`src/rtl/tick_pkg.sv`:
```
package tick_pkg;

  localparam int DATA_W   = 32;
  localparam int IDX_W    = 2;
  localparam int NUM_REGS = 4;

  // Word indices of the register map; byte offset = index * 4
  typedef enum logic [IDX_W-1:0] {
    REG_CTRL    = 2'd0,
    REG_RELOAD  = 2'd1,
    REG_CURRENT = 2'd2,
    REG_CALIB   = 2'd3
  } reg_idx_e;

  // Control/status word bit positions
  localparam int CTRL_RUN_BIT  = 0;
  localparam int CTRL_IRQ_BIT  = 1;
  localparam int CTRL_SRC_BIT  = 2;
  localparam int CTRL_FLAG_BIT = 16;

  // Assemble the control/status read word
  function automatic logic [DATA_W-1:0] pack_ctrl(input logic run,
                                                  input logic irq_en,
                                                  input logic flag);
    logic [DATA_W-1:0] w;
    w = '0;
    w[CTRL_RUN_BIT]  = run;
    w[CTRL_IRQ_BIT]  = irq_en;
    w[CTRL_SRC_BIT]  = 1'b1;
    w[CTRL_FLAG_BIT] = flag;
    return w;
  endfunction

endpackage

```
`src/rtl/tick_bus_port.sv`:
```
module tick_bus_port
  import tick_pkg::*;
#(
  parameter int N_REGS = NUM_REGS
) (
  input  logic                          clk,
  input  logic                          rst_n,
  input  logic                          bus_en,
  input  logic                          bus_we,
  input  logic [IDX_W-1:0]              bus_addr,
  input  logic [N_REGS-1:0][DATA_W-1:0] rd_words,
  output logic [N_REGS-1:0]             wr_stb,
  output logic [N_REGS-1:0]             rd_stb,
  output logic [DATA_W-1:0]             bus_rdata
);

  // One strobe per register word
  for (genvar i = 0; i < N_REGS; i++) begin : g_strobe
    assign wr_stb[i] = bus_en &&  bus_we && (bus_addr == IDX_W'(i));
    assign rd_stb[i] = bus_en && !bus_we && (bus_addr == IDX_W'(i));
  end

  logic rd_any;
  assign rd_any = |rd_stb;

  always_ff @(posedge clk) begin
    if (!rst_n) begin
      bus_rdata <= '0;
    end else if (rd_any) begin
      bus_rdata <= rd_words[bus_addr];
    end
  end


  rdata_latency_chk: assert property (@(posedge clk) disable iff (!rst_n)
    rd_any |=> bus_rdata == $past(rd_words[bus_addr]));


  strobe_onehot_chk: assert property (@(posedge clk) disable iff (!rst_n)
    $onehot0({wr_stb, rd_stb}));

endmodule

```
`src/rtl/tick_down_counter.sv`:
```
module tick_down_counter #(
  parameter int CNT_W = 24
) (
  input  logic             clk,
  input  logic             rst_n,
  input  logic             run,
  input  logic             reload_wr,
  input  logic [CNT_W-1:0] reload_data,
  input  logic             count_clr,
  output logic [CNT_W-1:0] count,
  output logic [CNT_W-1:0] reload,
  output logic             expire_hit
);

  localparam logic [CNT_W-1:0] ONE  = CNT_W'(1);
  localparam logic [CNT_W-1:0] ZERO = '0;

  // Next value of the live count
  function automatic logic [CNT_W-1:0] step_count(input logic [CNT_W-1:0] cur,
                                                  input logic [CNT_W-1:0] rld,
                                                  input logic go,
                                                  input logic clr);
    if (clr)             return ZERO;
    else if (!go)        return cur;
    else if (cur == ZERO) return rld;
    else                 return cur - ONE;
  endfunction

  // Step from one to zero this clock
  function automatic logic is_expiry(input logic [CNT_W-1:0] cur,
                                     input logic go,
                                     input logic clr);
    return go && !clr && (cur == ONE);
  endfunction

  logic [CNT_W-1:0] count_q;
  logic [CNT_W-1:0] reload_q;

  // Count and reload storage carry no reset: software loads them first
  always_ff @(posedge clk) begin
    if (reload_wr) reload_q <= reload_data;
    count_q <= step_count(count_q, reload_q, run, count_clr);
  end

  assign count      = count_q;
  assign reload     = reload_q;
  assign expire_hit = is_expiry(count_q, run, count_clr);


  count_clear_chk: assert property (@(posedge clk) disable iff (!rst_n)
    count_clr |=> count_q == ZERO);


  count_step_chk: assert property (@(posedge clk) disable iff (!rst_n)
    (run && !count_clr && count_q != ZERO) |=> count_q == $past(count_q) - ONE);


  count_refill_chk: assert property (@(posedge clk) disable iff (!rst_n)
    (run && !count_clr && count_q == ZERO) |=> count_q == $past(reload_q));


  count_hold_chk: assert property (@(posedge clk) disable iff (!rst_n)
    (!run && !count_clr) |=> $stable(count_q));


  zero_reload_idle_chk: assert property (@(posedge clk) disable iff (!rst_n)
    (run && !count_clr && !reload_wr && count_q == ZERO && reload_q == ZERO)
      |=> (count_q == ZERO && !expire_hit));

endmodule

```
`src/rtl/tick_ctrl_reg.sv`:
```
module tick_ctrl_reg
  import tick_pkg::*;
(
  input  logic              clk,
  input  logic              rst_n,
  input  logic              ctrl_wr,
  input  logic              ctrl_rd,
  input  logic [1:0]        ctrl_wdata,
  input  logic              expire_hit,
  input  logic              count_clr,
  output logic              run,
  output logic              irq_en,
  output logic              flag,
  output logic [DATA_W-1:0] ctrl_word
);

  logic run_q, irq_en_q, flag_q;

  // Set from expiry takes precedence over either clearing source
  function automatic logic next_flag(input logic cur, input logic set,
                                     input logic rd_clr, input logic wr_clr);
    if (set)                  return 1'b1;
    else if (rd_clr || wr_clr) return 1'b0;
    else                      return cur;
  endfunction

  always_ff @(posedge clk) begin
    if (!rst_n) begin
      run_q    <= 1'b0;
      irq_en_q <= 1'b0;
      flag_q   <= 1'b0;
    end else begin
      if (ctrl_wr) begin
        run_q    <= ctrl_wdata[CTRL_RUN_BIT];
        irq_en_q <= ctrl_wdata[CTRL_IRQ_BIT];
      end
      flag_q <= next_flag(flag_q, expire_hit, ctrl_rd, count_clr);
    end
  end

  assign run       = run_q;
  assign irq_en    = irq_en_q;
  assign flag      = flag_q;
  assign ctrl_word = pack_ctrl(run_q, irq_en_q, flag_q);


  flag_set_chk: assert property (@(posedge clk) disable iff (!rst_n)
    expire_hit |=> flag_q);


  flag_read_clear_chk: assert property (@(posedge clk) disable iff (!rst_n)
    (ctrl_rd && !expire_hit) |=> !flag_q);


  flag_count_clear_chk: assert property (@(posedge clk) disable iff (!rst_n)
    count_clr |=> !flag_q);


  ctrl_write_chk: assert property (@(posedge clk) disable iff (!rst_n)
    ctrl_wr |=> (run_q == $past(ctrl_wdata[CTRL_RUN_BIT]) &&
                 irq_en_q == $past(ctrl_wdata[CTRL_IRQ_BIT])));

endmodule

```
`src/rtl/tick_irq_gen.sv`:
```
module tick_irq_gen (
  input  logic clk,
  input  logic rst_n,
  input  logic expire_hit,
  input  logic irq_en,
  input  logic flag,
  output logic tick_irq
);

  logic irq_q;

  always_ff @(posedge clk) begin
    if (!rst_n) irq_q <= 1'b0;
    else        irq_q <= expire_hit && irq_en;
  end

  assign tick_irq = irq_q;


  irq_single_cycle_chk: assert property (@(posedge clk) disable iff (!rst_n)
    irq_q |=> !irq_q);


  irq_with_flag_chk: assert property (@(posedge clk) disable iff (!rst_n)
    irq_q |-> flag);


  irq_gated_chk: assert property (@(posedge clk) disable iff (!rst_n)
    (expire_hit && !irq_en) |=> !irq_q);

endmodule

```
`src/rtl/tick_timer_top.sv`:
```
module tick_timer_top
  import tick_pkg::*;
#(
  parameter int                CNT_W      = 24,
  parameter logic [DATA_W-1:0] CALIB_WORD = 32'hC000_0000
) (
  input  logic              clk,
  input  logic              rst_n,
  input  logic              bus_en,
  input  logic              bus_we,
  input  logic [IDX_W-1:0]  bus_addr,
  input  logic [DATA_W-1:0] bus_wdata,
  output logic [DATA_W-1:0] bus_rdata,
  output logic              tick_irq
);

  localparam int PAD_W = DATA_W - CNT_W;

  logic [NUM_REGS-1:0]             wr_stb, rd_stb;
  logic [NUM_REGS-1:0][DATA_W-1:0] rd_words;
  logic [CNT_W-1:0]                count, reload;
  logic                            run, irq_en, flag, expire_hit;
  logic [DATA_W-1:0]               ctrl_word;

  tick_bus_port #(.N_REGS(NUM_REGS)) u_bus (
    .clk       (clk),
    .rst_n     (rst_n),
    .bus_en    (bus_en),
    .bus_we    (bus_we),
    .bus_addr  (bus_addr),
    .rd_words  (rd_words),
    .wr_stb    (wr_stb),
    .rd_stb    (rd_stb),
    .bus_rdata (bus_rdata)
  );

  tick_down_counter #(.CNT_W(CNT_W)) u_cnt (
    .clk         (clk),
    .rst_n       (rst_n),
    .run         (run),
    .reload_wr   (wr_stb[REG_RELOAD]),
    .reload_data (bus_wdata[CNT_W-1:0]),
    .count_clr   (wr_stb[REG_CURRENT]),
    .count       (count),
    .reload      (reload),
    .expire_hit  (expire_hit)
  );

  tick_ctrl_reg u_ctrl (
    .clk        (clk),
    .rst_n      (rst_n),
    .ctrl_wr    (wr_stb[REG_CTRL]),
    .ctrl_rd    (rd_stb[REG_CTRL]),
    .ctrl_wdata (bus_wdata[1:0]),
    .expire_hit (expire_hit),
    .count_clr  (wr_stb[REG_CURRENT]),
    .run        (run),
    .irq_en     (irq_en),
    .flag       (flag),
    .ctrl_word  (ctrl_word)
  );

  tick_irq_gen u_irq (
    .clk        (clk),
    .rst_n      (rst_n),
    .expire_hit (expire_hit),
    .irq_en     (irq_en),
    .flag       (flag),
    .tick_irq   (tick_irq)
  );

  // Read words; the calibration word has no write path at all
  assign rd_words[REG_CTRL]    = ctrl_word;
  assign rd_words[REG_RELOAD]  = {{PAD_W{1'b0}}, reload};
  assign rd_words[REG_CURRENT] = {{PAD_W{1'b0}}, count};
  assign rd_words[REG_CALIB]   = CALIB_WORD;


  reset_quiet_chk: assert property (@(posedge clk)
    !rst_n |=> (!tick_irq && !run && !irq_en && !flag));

endmodule

```
`config.mk`:
```
export PLATFORM = sky130hd
export DESIGN_NAME = tick_timer_top
export DESIGN_NICKNAME = d
export VERILOG_FILES = /design/src/rtl/tick_pkg.sv /design/src/rtl/tick_bus_port.sv /design/src/rtl/tick_down_counter.sv /design/src/rtl/tick_ctrl_reg.sv /design/src/rtl/tick_irq_gen.sv /design/src/rtl/tick_timer_top.sv
export SDC_FILE = /design/constraint.sdc
export NUM_CORES = 1
export LEC_CHECK = 0
export BUFFER_PORTS_ARGS = -buffer_cell sky130_fd_sc_hd__buf_2
export CAP_MARGIN = 20
export CORE_ASPECT_RATIO = 2
export CORE_UTILIZATION = 30
export DETAILED_ROUTE_END_ITERATION = 6
export PLACE_DENSITY = 0.58
export REMOVE_ABC_BUFFERS = 1
export SLEW_MARGIN = 15
export SYNTH_ARGS = -nofsm -noshare
export SYNTH_HDL_FRONTEND = slang
export SYNTH_SLANG_ARGS = --single-unit
```
`constraint.sdc`:
```
create_clock -name clk -period 3.9 [get_ports clk]
set_clock_uncertainty 0.1 [all_clocks]
set_input_delay 0.39 -clock clk [delete_from_list [all_inputs] [get_ports clk]]
set_output_delay 0.39 -clock clk [all_outputs]
set_load 0.02 [all_outputs]
```
==> results by group <==
Synth
  • Asr flop ratio synth: 0%
  • Yosys cell types: 53
  • Number of synthesized register bits: 77
  • Synth Warn #: 0
  • Number of flops mapped to enable cells by yosys: 24
  • Sequential area share after synthesis: between 40% and 50%
  • Post-synth top area share: between 20% and 30%
  • Netlist area before placement: 3662 um2
  • Synth Area in Adders: slightly above 1%
  • Largest family of logic cells by synthesized area: compound AO/OA/AOI/OAI gates
  • Syn Inst Count: 376
  • Mapped Avg Cell Area: 9.740 um2
  • Synth Area in Simple Gates: between 10% and 20%
  • Multiplexer share of the synthesized area: under 10%
  • Area contributors post-synth: dfxtp_1 (29%), edfxtp_1 (20%), o211a_1 (6.6%)
  • Compound-Gate Fraction of Synth Area: between 20% and 30%
  • Prevailing post-synth register cell: dfxtp_1
  • Post-Synth XOR/XNOR Area: 0.2392%
  • Synth area leader: dfxtp_1

Final layout
  • Final #Nets: 461
  • Layout cell share with drive strength beyond 1: approximately a fifth
  • Filler instances: 1,211
  • Synth-to-layout area growth: 19.54%
  • Fin util: between 30% and 40%
  • Antenna Cells: 0

Clock tree
  • Clock sinks: between 70 and 80
  • Resized cells post-CTS: 0
  • Total clock buffers created by CTS: 9
  • Max clock buf depth: 2
  • Cts hold-fix bufs: 0
  • CTS tree: yes
  • CTS root buffer: clkbuf_16
  • Clk Latency, worst-skew pair: 0.34 ns
  • # Post-CTS Setup Buffers: 0
  • Htree depth: 3
  • Clk pin slew, worst setup/hold paths: 0.06 ns

Place
  • GP Congestion: 0.9326
  • Port bufs: 56
  • HPWL Detailed: 7076 um

STA
  • Max Slew Vio Count: 0
  • Fin Setup TNS: 0 ns
  • RSZ-0062 raised after global routing: false
  • Tmin final: 2.741 ns
  • Max transition margin: 46.93%
  • Final Cycle Share: 70.29%
  • # setup viols final: 0
  • Slew @ Worst Pin: 0.7888 ns
  • Fin. Hold Viols: 0
  • FMAX: about 360 MHz

Route
  • Total number of vias: 3,190
  • DR pass1 iterations: 4
  • Met3 wire len: 406 um
  • Routed wl met2: 5548 um
  • Avg WL per Cell: 17.87 um
  • DR top layer: met4
  • Antenna-violating nets left: 0
  • Residual DRC count: 0
  • Post-route met1 wirelength: 3736 um
  • Vias/cell: ~5.6
  • Drt initial violations: 181
  • Final wirelength: 10,190 um

Floorplan
  • Num rows: 56
  • Ports: 71
  • Die area: 12,680 um2
  • Initial Util: 30.93%
  • Die Wd: roughly 80 um
  • Core area: ~12,000 um2
  • Die Y: 158.3 um

Global route
  • First-pass GRT wire length: 16,620 um
  • Grt total ovfl: 0
  • Initial antenna violation count: 0
  • Pin count of the biggest net entering global routing: 51
  • Vias in the first global route: between 3,000 and 4,000
  • Total global-route track usage: 17.57%

Min path
  • Min-delay src: bus_wdata[6]
  • Worst hold path stage count: 1
  • Worst Hold Endpoint: u_cnt.reload[6]
  • HP Class: in2reg

Worst setup path
  • Crit. End Element: flip-flop
  • RR Endpoint: u_cnt.count[15]
  • Crit Path Max Fanout: 12
  • Worst reg-to-reg setup slack: 1.16 ns
  • Worst Path Arrival: 2.87 ns
  • Setup crit start kind: flip-flop
  • Crit Path Class: reg2reg
  • R2R cell count: 5
  • CP required: a little over 4 ns
  • Reg2reg start: u_cnt.count[15]

Run status
  • Status: finished clean

Power
  • Power per cell area: 753.1 nW/um2
  • Max VDD drop: 271.9 uV
  • Cell leakage power: ~1.9 nW

Job
  • Max-cap violations: 0
critical path, cell delays in order, from the launching register on:
cell and delay (ns):
dfxtp_1 0.36, nor4_1 0.72, nand4_1 0.35, or2_1 0.54, mux2_2 0.36, a32o_1 0.20
Yosys cell counts, types with 7 or more instances:
cell       n
dfxtp_1   53
nand2_1   34
clkbuf_1  24
edfxtp_1  24
o211a_1   24
a22oi_1   20
nor2_1    16
nor3_1    16
o21ai_0   16
a21oi_1   14
nand3_1   12
a32o_1    10
o31ai_1    8
buf_4      7
or3_1      7
stage by stage:
| stage | area, um2 | total power (W) | instances | worst slack (ns) | hold slack, ns |
|---|---|---|---|---|---|
| 2_1_floorplan | 3510 | 0.001974 | 344 | 0.9572 | 0.3213 |
| 3_3_place_gp | 4041 | 0.002368 | 553 | 1.224 | 0.3387 |
| 3_5_place_dp | 4041 | 0.002395 | 553 | 1.193 | 0.3387 |
| 4_1_cts | 4358 | 0.003296 | 569 | 1.188 | 0.1154 |
| 5_1_grt | 4378 | 0.003498 | 570 | 1.050 | 0.1147 |
| 6_report | 4378 | 0.003297 | 570 | 1.159 | 0.1198 |
area by class of cell:
cell class | instances | area (um2) | area share, %
clock buffer | 10 | 229.0 | 5.230
tap | 145 | 181.4 | 4.144
timing repair buffer | 65 | 360.3 | 8.231
inverter | 6 | 22.52 | 0.5144
clock inverter | 6 | 87.58 | 2.001
sequential | 77 | 1782 | 40.70
multi-input combinational | 261 | 1715 | 39.18
sequential cells by signal (all words and copies together) (netlist names):
| name | count |
|---|---|
| u_bus.bus_rdata | 25 |
| u_cnt.count | 24 |
| u_cnt.reload | 24 |
| u_ctrl.flag | 1 |
| u_ctrl.irq_en | 1 |
| u_ctrl.run | 1 |
| u_irq.tick_irq | 1 |
power by group:
part | total (W) | internal (W) | switching, W
Sequential | 0.00107 | 0.000931 | 0.000134
Clock | 0.000896 | 0.000559 | 0.000337
Combinational | 0.00134 | 0.000478 | 0.000858
how the worst max path moves through the flow:
stage                    startpoint         endpoint  slack, ns  cells past startpoint
floorplan               bus_addr[0]  u_cnt.reload[0]       0.96                      2
global placement     u_cnt.count[3]  u_cnt.count[14]       1.22                      5
detailed placement  u_cnt.count[15]  u_cnt.count[15]       1.19                      5
CTS                  u_cnt.count[3]  u_cnt.count[15]       1.19                      5
global route        u_cnt.count[15]  u_cnt.count[15]       1.05                      5
finish              u_cnt.count[15]  u_cnt.count[15]       1.16                      5
cells by family (layout without fill, tap and decap cells):
| kind of cell | Yosys count | count (layout) |
|---|---|---|
| AO/OA/AOI/OAI | 120 | 120 |
| XOR/XNOR | 1 | 1 |
| adder cells (fa/ha/maj) | 3 | 3 |
| buffers and inverters | 43 | 87 |
| flip-flops | 77 | 77 |
| multiplexers | 8 | 8 |
| other | 1 | 6 |
| AND/OR/NAND/NOR | 123 | 123 |
metal layers:
layer  track usage [%]  vias up
met3             3.496       30
met5                 0        -
met1             17.50     1545
li1                  -     1514
met2             31.71      101
met4             12.50        0
cell usage in the layout (no fill, tap or decap), types with 9 or more instances in the layout:
cell type / synthesis / final
o21ai_0: 16 / 16
edfxtp_1: 24 / 24
a21oi_1: 14 / 14
a22oi_1: 20 / 20
nand3_1: 12 / 12
nor3_1: 16 / 16
o211a_1: 24 / 24
nor2_1: 16 / 16
a32o_1: 10 / 10
dfxtp_1: 53 / 53
nand2_1: 34 / 34
clkbuf_16: 0 / 9
buf_2: 4 / 56
No activity file was read; power rests on OpenSTA's default activity.
